`config.mk`:
```
export PLATFORM = sky130hd
export DESIGN_NAME = i2c_pin_override
export DESIGN_NICKNAME = d
export VERILOG_FILES = /design/src/rtl/i2cpm_pkg.sv /design/src/rtl/i2cpm_regs.sv /design/src/rtl/i2cpm_sync.sv /design/src/rtl/i2cpm_pad.sv /design/src/rtl/i2c_pin_override.sv
export SDC_FILE = /design/constraint.sdc
export NUM_CORES = 1
export LEC_CHECK = 0
export BUFFER_PORTS_ARGS = -buffer_cell sky130_fd_sc_hd__buf_2
export CAP_MARGIN = 20
export CELL_PAD_IN_SITES_DETAIL_PLACEMENT = 1
export CELL_PAD_IN_SITES_GLOBAL_PLACEMENT = 2
export CORE_MARGIN = 4
export CORE_UTILIZATION = 19
export CTS_BUF_LIST = sky130_fd_sc_hd__clkbuf_16
export DETAILED_ROUTE_END_ITERATION = 16
export PLACE_DENSITY_LB_ADDON = 0.3
export SETUP_SLACK_MARGIN = 0.5
export SYNTH_ARGS = -nofsm -noshare
export SYNTH_HDL_FRONTEND = slang
export SYNTH_SLANG_ARGS = --single-unit
```
`constraint.sdc`:
```
create_clock -name clk -period 2.1 [get_ports clk]
set_input_delay 0.525 -clock clk [delete_from_list [all_inputs] [get_ports clk]]
set_output_delay 0.525 -clock clk [all_outputs]
set_load 0.005 [all_outputs]
```
`src/rtl/i2cpm_pkg.sv`:
```
package i2cpm_pkg;

    localparam int PIN_N      = 2;
    localparam int REG_AW     = 3;
    localparam int PIN_SCL    = 0;
    localparam int PIN_SDA    = 1;

    typedef enum logic [REG_AW-1:0] {
        RG_MODE  = 3'd0,
        RG_DIR   = 3'd1,
        RG_LEVEL = 3'd2,
        RG_SET   = 3'd3,
        RG_CLR   = 3'd4
    } reg_sel_e;

    typedef struct packed {
        logic             gpio_mode;
        logic [PIN_N-1:0] dir_out;
        logic [PIN_N-1:0] latch;
    } pin_cfg_t;

    function automatic pin_cfg_t cfg_reset();
        pin_cfg_t c;
        c.gpio_mode = 1'b0;
        c.dir_out   = '0;
        c.latch     = '1;
        return c;
    endfunction

    function automatic logic pad_pull(logic gpio_mode, logic dir_out,
                                      logic latch, logic ctl_low);
        return gpio_mode ? (dir_out & ~latch) : ctl_low;
    endfunction

endpackage

```
`src/rtl/i2cpm_regs.sv`:
```
module i2cpm_regs
    import i2cpm_pkg::*;
#(
    parameter int DATA_W = 16
) (
    input  logic              clk,
    input  logic              rst,
    input  logic              wr_en,
    input  logic [REG_AW-1:0] addr,
    input  logic [DATA_W-1:0] wdata,
    output pin_cfg_t          cfg
);
    logic [PIN_N-1:0] mask;
    assign mask = wdata[PIN_N-1:0];

    always_ff @(posedge clk) begin
        if (rst) begin
            cfg <= cfg_reset();
        end else if (wr_en) begin
            case (addr)
                RG_MODE: cfg.gpio_mode <= wdata[0];
                RG_DIR:  cfg.dir_out   <= mask;
                RG_SET:  cfg.latch     <= cfg.latch | mask;
                RG_CLR:  cfg.latch     <= cfg.latch & ~mask;
                default: ;
            endcase
        end
    end
endmodule

```
`src/rtl/i2cpm_sync.sv`:
```
module i2cpm_sync #(
    parameter int WIDTH  = 2,
    parameter int STAGES = 2
) (
    input  logic             clk,
    input  logic             rst,
    input  logic [WIDTH-1:0] d,
    output logic [WIDTH-1:0] q
);
    logic [WIDTH-1:0] stage [STAGES];

    always_ff @(posedge clk) begin
        if (rst) begin
            for (int i = 0; i < STAGES; i++) stage[i] <= '1;
        end else begin
            stage[0] <= d;
            for (int i = 1; i < STAGES; i++) stage[i] <= stage[i-1];
        end
    end

    assign q = stage[STAGES-1];
endmodule

```
`src/rtl/i2cpm_pad.sv`:
```
module i2cpm_pad
    import i2cpm_pkg::*;
(
    input  logic gpio_mode,
    input  logic dir_out,
    input  logic latch,
    input  logic ctl_low,
    output logic drive_low
);
    always_comb drive_low = pad_pull(gpio_mode, dir_out, latch, ctl_low);
endmodule

```
`src/rtl/i2c_pin_override.sv`:
```
module i2c_pin_override
    import i2cpm_pkg::*;
#(
    parameter int DATA_W      = 16,
    parameter int SYNC_STAGES = 2
) (
    input  logic              clk,
    input  logic              rst,
    input  logic              reg_wr,
    input  logic [REG_AW-1:0] reg_addr,
    input  logic [DATA_W-1:0] reg_wdata,
    output logic [DATA_W-1:0] reg_rdata,
    input  logic              ctl_scl_low,
    input  logic              ctl_sda_low,
    input  logic              scl_pad_in,
    input  logic              sda_pad_in,
    output logic              scl_pad_low,
    output logic              sda_pad_low
);
    pin_cfg_t         cfg_q;
    logic [PIN_N-1:0] ctl_bus;
    logic [PIN_N-1:0] pad_bus;
    logic [PIN_N-1:0] lvl_bus;
    logic [PIN_N-1:0] drv_bus;

    assign ctl_bus[PIN_SCL] = ctl_scl_low;
    assign ctl_bus[PIN_SDA] = ctl_sda_low;
    assign pad_bus[PIN_SCL] = scl_pad_in;
    assign pad_bus[PIN_SDA] = sda_pad_in;
    assign scl_pad_low      = drv_bus[PIN_SCL];
    assign sda_pad_low      = drv_bus[PIN_SDA];

    i2cpm_regs #(.DATA_W(DATA_W)) u_regs (
        .clk   (clk),
        .rst   (rst),
        .wr_en (reg_wr),
        .addr  (reg_addr),
        .wdata (reg_wdata),
        .cfg   (cfg_q)
    );

    i2cpm_sync #(.WIDTH(PIN_N), .STAGES(SYNC_STAGES)) u_sync (
        .clk (clk),
        .rst (rst),
        .d   (pad_bus),
        .q   (lvl_bus)
    );

    for (genvar p = 0; p < PIN_N; p++) begin : g_pin
        i2cpm_pad u_pad (
            .gpio_mode (cfg_q.gpio_mode),
            .dir_out   (cfg_q.dir_out[p]),
            .latch     (cfg_q.latch[p]),
            .ctl_low   (ctl_bus[p]),
            .drive_low (drv_bus[p])
        );
    end

    always_comb begin
        reg_rdata = '0;
        case (reg_addr)
            RG_MODE:  reg_rdata[0]         = cfg_q.gpio_mode;
            RG_DIR:   reg_rdata[PIN_N-1:0] = cfg_q.dir_out;
            RG_LEVEL: reg_rdata[PIN_N-1:0] = lvl_bus;
            default:  reg_rdata            = '0;
        endcase
    end
endmodule

```
# Word level (Yosys, flattened, before mapping)
# Memory sizes are Yosys's and may differ from the RTL's.
# Cells that the tools add are included.
[op_classes]
addsub = 0
multipliers = 0
n_div = 0
order_cmp = 0
n_eq_ne = 4
shifts = 0
muxes = 10
bitwise = 9
reduce_logical = 5
[op_table]
columns = ["op", "count"]
rows = [
  ["3-bit by 2-bit == test with 1-bit output, second input constant", 2],
  ["2-bit AND reduction", 3],
  ["1-bit 2-to-1 mux", 5],
  ["2-bit 2-to-1 mux", 2],
  ["2-bit case mux with 2 select lines", 1],
  ["3-bit by 1-bit == test with 1-bit output, second input constant", 1],
  ["3-bit == test, second input constant", 1],
  ["3-bit zero test", 1],
  ["1-bit case mux with 3 select lines", 1],
  ["1-bit AND", 2],
  ["2-bit AND", 1],
  ["1-bit inverter", 2],
  ["2-bit inverter", 1],
  ["1-bit bitwise OR", 2],
  ["2-bit bitwise OR", 1],
  ["1-bit case mux with 2 select lines", 1],
  ["2-bit nonzero test", 1],
]
[word_totals]
register_bits = 5
latchBits = 0
mem_bits_rw = 4
romBits = 0
input_bits = 26
output_inout_bits = 18
word_cells = 32
n_memories = 1
[mem_list]
columns = ["name", "words", "word_bits", "rd", "rd_clocked_by_memory_dff", "wr", "line_no", "source"]
rows = [
  ["u_sync.stage", 2, 2, 2, 0, 2, "i2cpm_sync.sv:10", "logic [WIDTH-1:0] stage [STAGES];"],
]

# Logic depth before layout (Yosys ltp)
[logic_depth]
word_depth = 3
mapped_depth = 3
ltp_nobuf = 3

# Modules after synthesis
# From an unflattened synthesis, not the netlist that was laid out.
[unflattened]
hier_cells = 57
hier_area_um2 = 518.0
[by_module_without_submodules]
columns = ["mod", "n_inst", "cells_each", "area_per_inst_um2", "seq_area_each_um2"]
rows = [
  ["i2cpm_regs", 1, 19, 209.0, 100.1],
  ["i2c_pin_override", 1, 22, 156.4, 0.0],
  ["i2cpm_sync", 1, 10, 120.1, 80.1],
  ["i2cpm_pad", 2, 3, 16.3, 0.0],
]

# Worst setup path before layout
# Ideal clock, no wire load.
[synth_timing]
kind = "in2out"
start = "input reg_addr[0]"
end = "output reg_rdata[0]"
arrival_ns = 0.949
t_required_ns = 1.575
slack_ns = 0.626
cell_stages = 3
n_path_buf = 0
cell_sequence = "mux2i_1 or2_0 a21oi_1"
[synth_via]
elab_chain_cells = 2
elab_cells_between_ends = 4
cone_classes = "eq/ne: 2; mux: 1; reduce/logical: 1"
[synth_lines]
columns = ["item", "line_no", "source"]
rows = [
  ["start, declared", "i2c_pin_override.sv:10", "input logic [REG_AW-1:0] reg_addr,"],
  ["3-bit by 2-bit == test with 1-bit output (tied with other cells)", "i2c_pin_override.sv:61", "case (reg_addr)"],
  ["1-bit case mux with 3 select lines (*)", "i2c_pin_override.sv:61", ""],
  ["end, declared", "i2c_pin_override.sv:12", "output logic [DATA_W-1:0] reg_rdata,"],
]
# Every way passes the cells marked *; elsewhere a longest branch is shown, timed or not.

# Worst setup path after layout
# Ends and elaborated chain as after synthesis.

==> metrics <==
power density relative to cell area 832 mW/mm²; final setup violation count 0; core area 0.00252 mm²; initial antenna violation count 0; Hold Violations, Final 0; cell taking the most area after synthesis dfxtp_1; DR pass1 iterations 4; number of flops mapped to enable cells by yosys 0; kind of launch point of the worst setup path input pin; total number of yosys warnings 0; leftover overflow at the end of global routing 0; layout cell share with drive strength beyond 1 37.3%; number of H-tree levels 1; synthesized instance count 56; max-slew violation count 0; final worst clock skew 0.000314 ns; first-iteration detailed-routing DRC count 10; pin count of the biggest net entering global routing 10; RSZ-0062 raised after global routing yes; Critical Path Slowest Stage Cell or2_0; total leakage power about 0.3 nW; mean cell area of the mapped netlist roughly 9 µm²; worst supply voltage drop on vdd around 0.00033 V; cell area after synthesis 509 µm²; height of the die 59.8 µm; type of the worst min-delay path register to register; top achievable clock speed between 0.5 and 0.6 GHz; Antenna Diode Count 0; first-pass GRT wire length 1730 µm; total met2 wirelength after detailed routing approximately 420 µm; Longest Clk Path Bufs 2; FF+latch count, synth 9; Crit path largest cell delay about 0.20 ns; CTS tree done; placed standard-cell area 566 µm²; biggest fanout along the worst timing path 3; post-detailed-route wirelength per cell 10.2 µm; starting utilization of the core area between 20% and 30%; DRC viols 0; share of async-settable or async-resettable flops after synthesis 0%; most area-consuming cells after synthesis dfxtp_1, buf_4, mux2i_1; cell area after layout roughly 670 µm²; commonest cells in the synthesized netlist buf_4, dfxtp_1, mux2i_1, nor2_1, or2_2; Root Driver clkbuf_16; portion of the post-synthesis area used by sequential elements between 30% and 40%; std cell rows 18; vias in the first global route roughly 400; crit path capture type output port; post-route minimum period around 1.7 ns; total number of vias ~420; number of routed nets with antenna violations 0; final weighted congestion of routability-driven global placement 0.843; Hold Slack 0.408 ns; # IOs 44; Netlist cell types 18; Clk Latency, worst-skew pair roughly 0.23 ns; cell breakdown of the critical path buf_8 -> mux2i_1 -> or2_0 -> a21oi_1 -> buf_2; WL final approximately 1100 µm; count of hold-fix buffers inserted at cts 0; run status finished, final reports clean; # port buffers 15; NumNets Final between 100 and 150; area overhead of the layout relative to synthesis 31.4%; x dimension of the die ~60 µm; most instantiated library cell after synthesis buf_4; clock sink count 9; Final HPWL DP 852 µm; overall die area roughly 0.0036 mm²; vias per std cell about 4.0; All-Layer GR Usage 6.62%; max-cap check violation count 0; Sum Neg Setup Slack 0 ns; Critical Setup Path Class input pin to output port; required time reported for the critical path endpoint between 1.5 and 2 ns; Clock transition at path regs ~0.040 ns; crit path DAT ~1.2 ns; top-area cell type share of the netlist area around 35%; routed length on met3 approximately 110 µm; predominant post-synthesis flop cell dfxtp_1; Met1 Routed Length a little over 500 µm; final critical-path share of the clock period about 80%; TritonCTS buffer count 3; highest metal layer used by the detailed router met4
-- per-layer routing --
layer  vias to the layer above  GRT usage (%)
met4                         0           4.75
met1                       190           8.62
met2                        21           9.26
met3                         2           1.73
met5                         -              0
li1                        204              -
-- power breakdown --
part | internal (mW) | switching, mW
logic | 0.0236 | 0.0263
registers | 0.177 | 0.00243
clock network | 0.248 | 0.0786
total | 0.450 | 0.107
-- stage by stage --
| step | power [mW] | setup WS, ns | cells | util [%] |
|---|---|---|---|---|
| finish | 0.557 | 0.413 | 105 | 26.5 |
| global route | 0.584 | 0.324 | 105 | 26.5 |
| CTS | 0.561 | 0.366 | 105 | 26.3 |
| detailed placement | 0.228 | 0.345 | 100 | 22.4 |
| global placement | 0.227 | 0.337 | 100 | 22.4 |
| floorplan | 0.222 | 0.626 | 69 | - |
-- cell usage in the layout (no fill, tap or decap), types with 2 or more instances in the layout --
cell type,Yosys,routed
conb_1,1,14
buf_2,0,14
dfxtp_1,9,8
mux2i_1,4,4
nor2_1,4,4
or2_2,4,4
nand3b_1,3,3
inv_1,2,3
clkbuf_16,0,3
nand2_1,2,2
o21ai_0,2,2
nand4_1,2,2
a221o_1,2,2
-- logic make-up after synthesis --
| logic type | count (synthesis) | share of synthesized area, % |
|---|---|---|
| compound gates | 6 | 7.86 |
| buf+inv | 16 | 22.1 |
| flops | 9 | 35.4 |
| mux | 4 | 7.86 |
| other cells | 1 | 0.736 |
| simple gates | 20 | 26.0 |
-- area by class of cell --
type                       count  area, µm²
fill                         310       1850
multi-input combinational     44        272
sequential                     9        181
timing repair buffer          16       92.6
clock buffer                   3       75.1
tap                           30       37.5
inverter                       2       7.51
clock inverter                 1       3.75
-- worst paths after layout --
kind | slack [ns] | start | depth (start not counted) | endpoint
worst max-delay path | 0.41 | reg_addr[0] | 5 | reg_rdata[0]
worst min-delay path | 0.41 | u_sync.stage[0][0] | 1 | u_sync.stage[0][2]
worst max register to register | 1.38 | register | 1 | register
worst min register to register | 0.41 | u_sync.stage[0][0] | 1 | u_sync.stage[0][2]
-- repair_timing --
item	4_1_cts	5_1_grt
cloned	0	0
pin swaps	2	2
endpoints found under the setup margin	2	2
resized for setup	4	2
setup buffers	1	0
endpoints found under the hold margin	0	0
-- worst max-delay path: cells and delay by family --
family | cells | cell delay, ns
buffers and inverters | 2 | 0.22
AND/OR/NAND/NOR | 1 | 0.20
AO/OA/AOI/OAI | 1 | 0.12
multiplexers | 1 | 0.10
(Power assumes the default switching activity.)
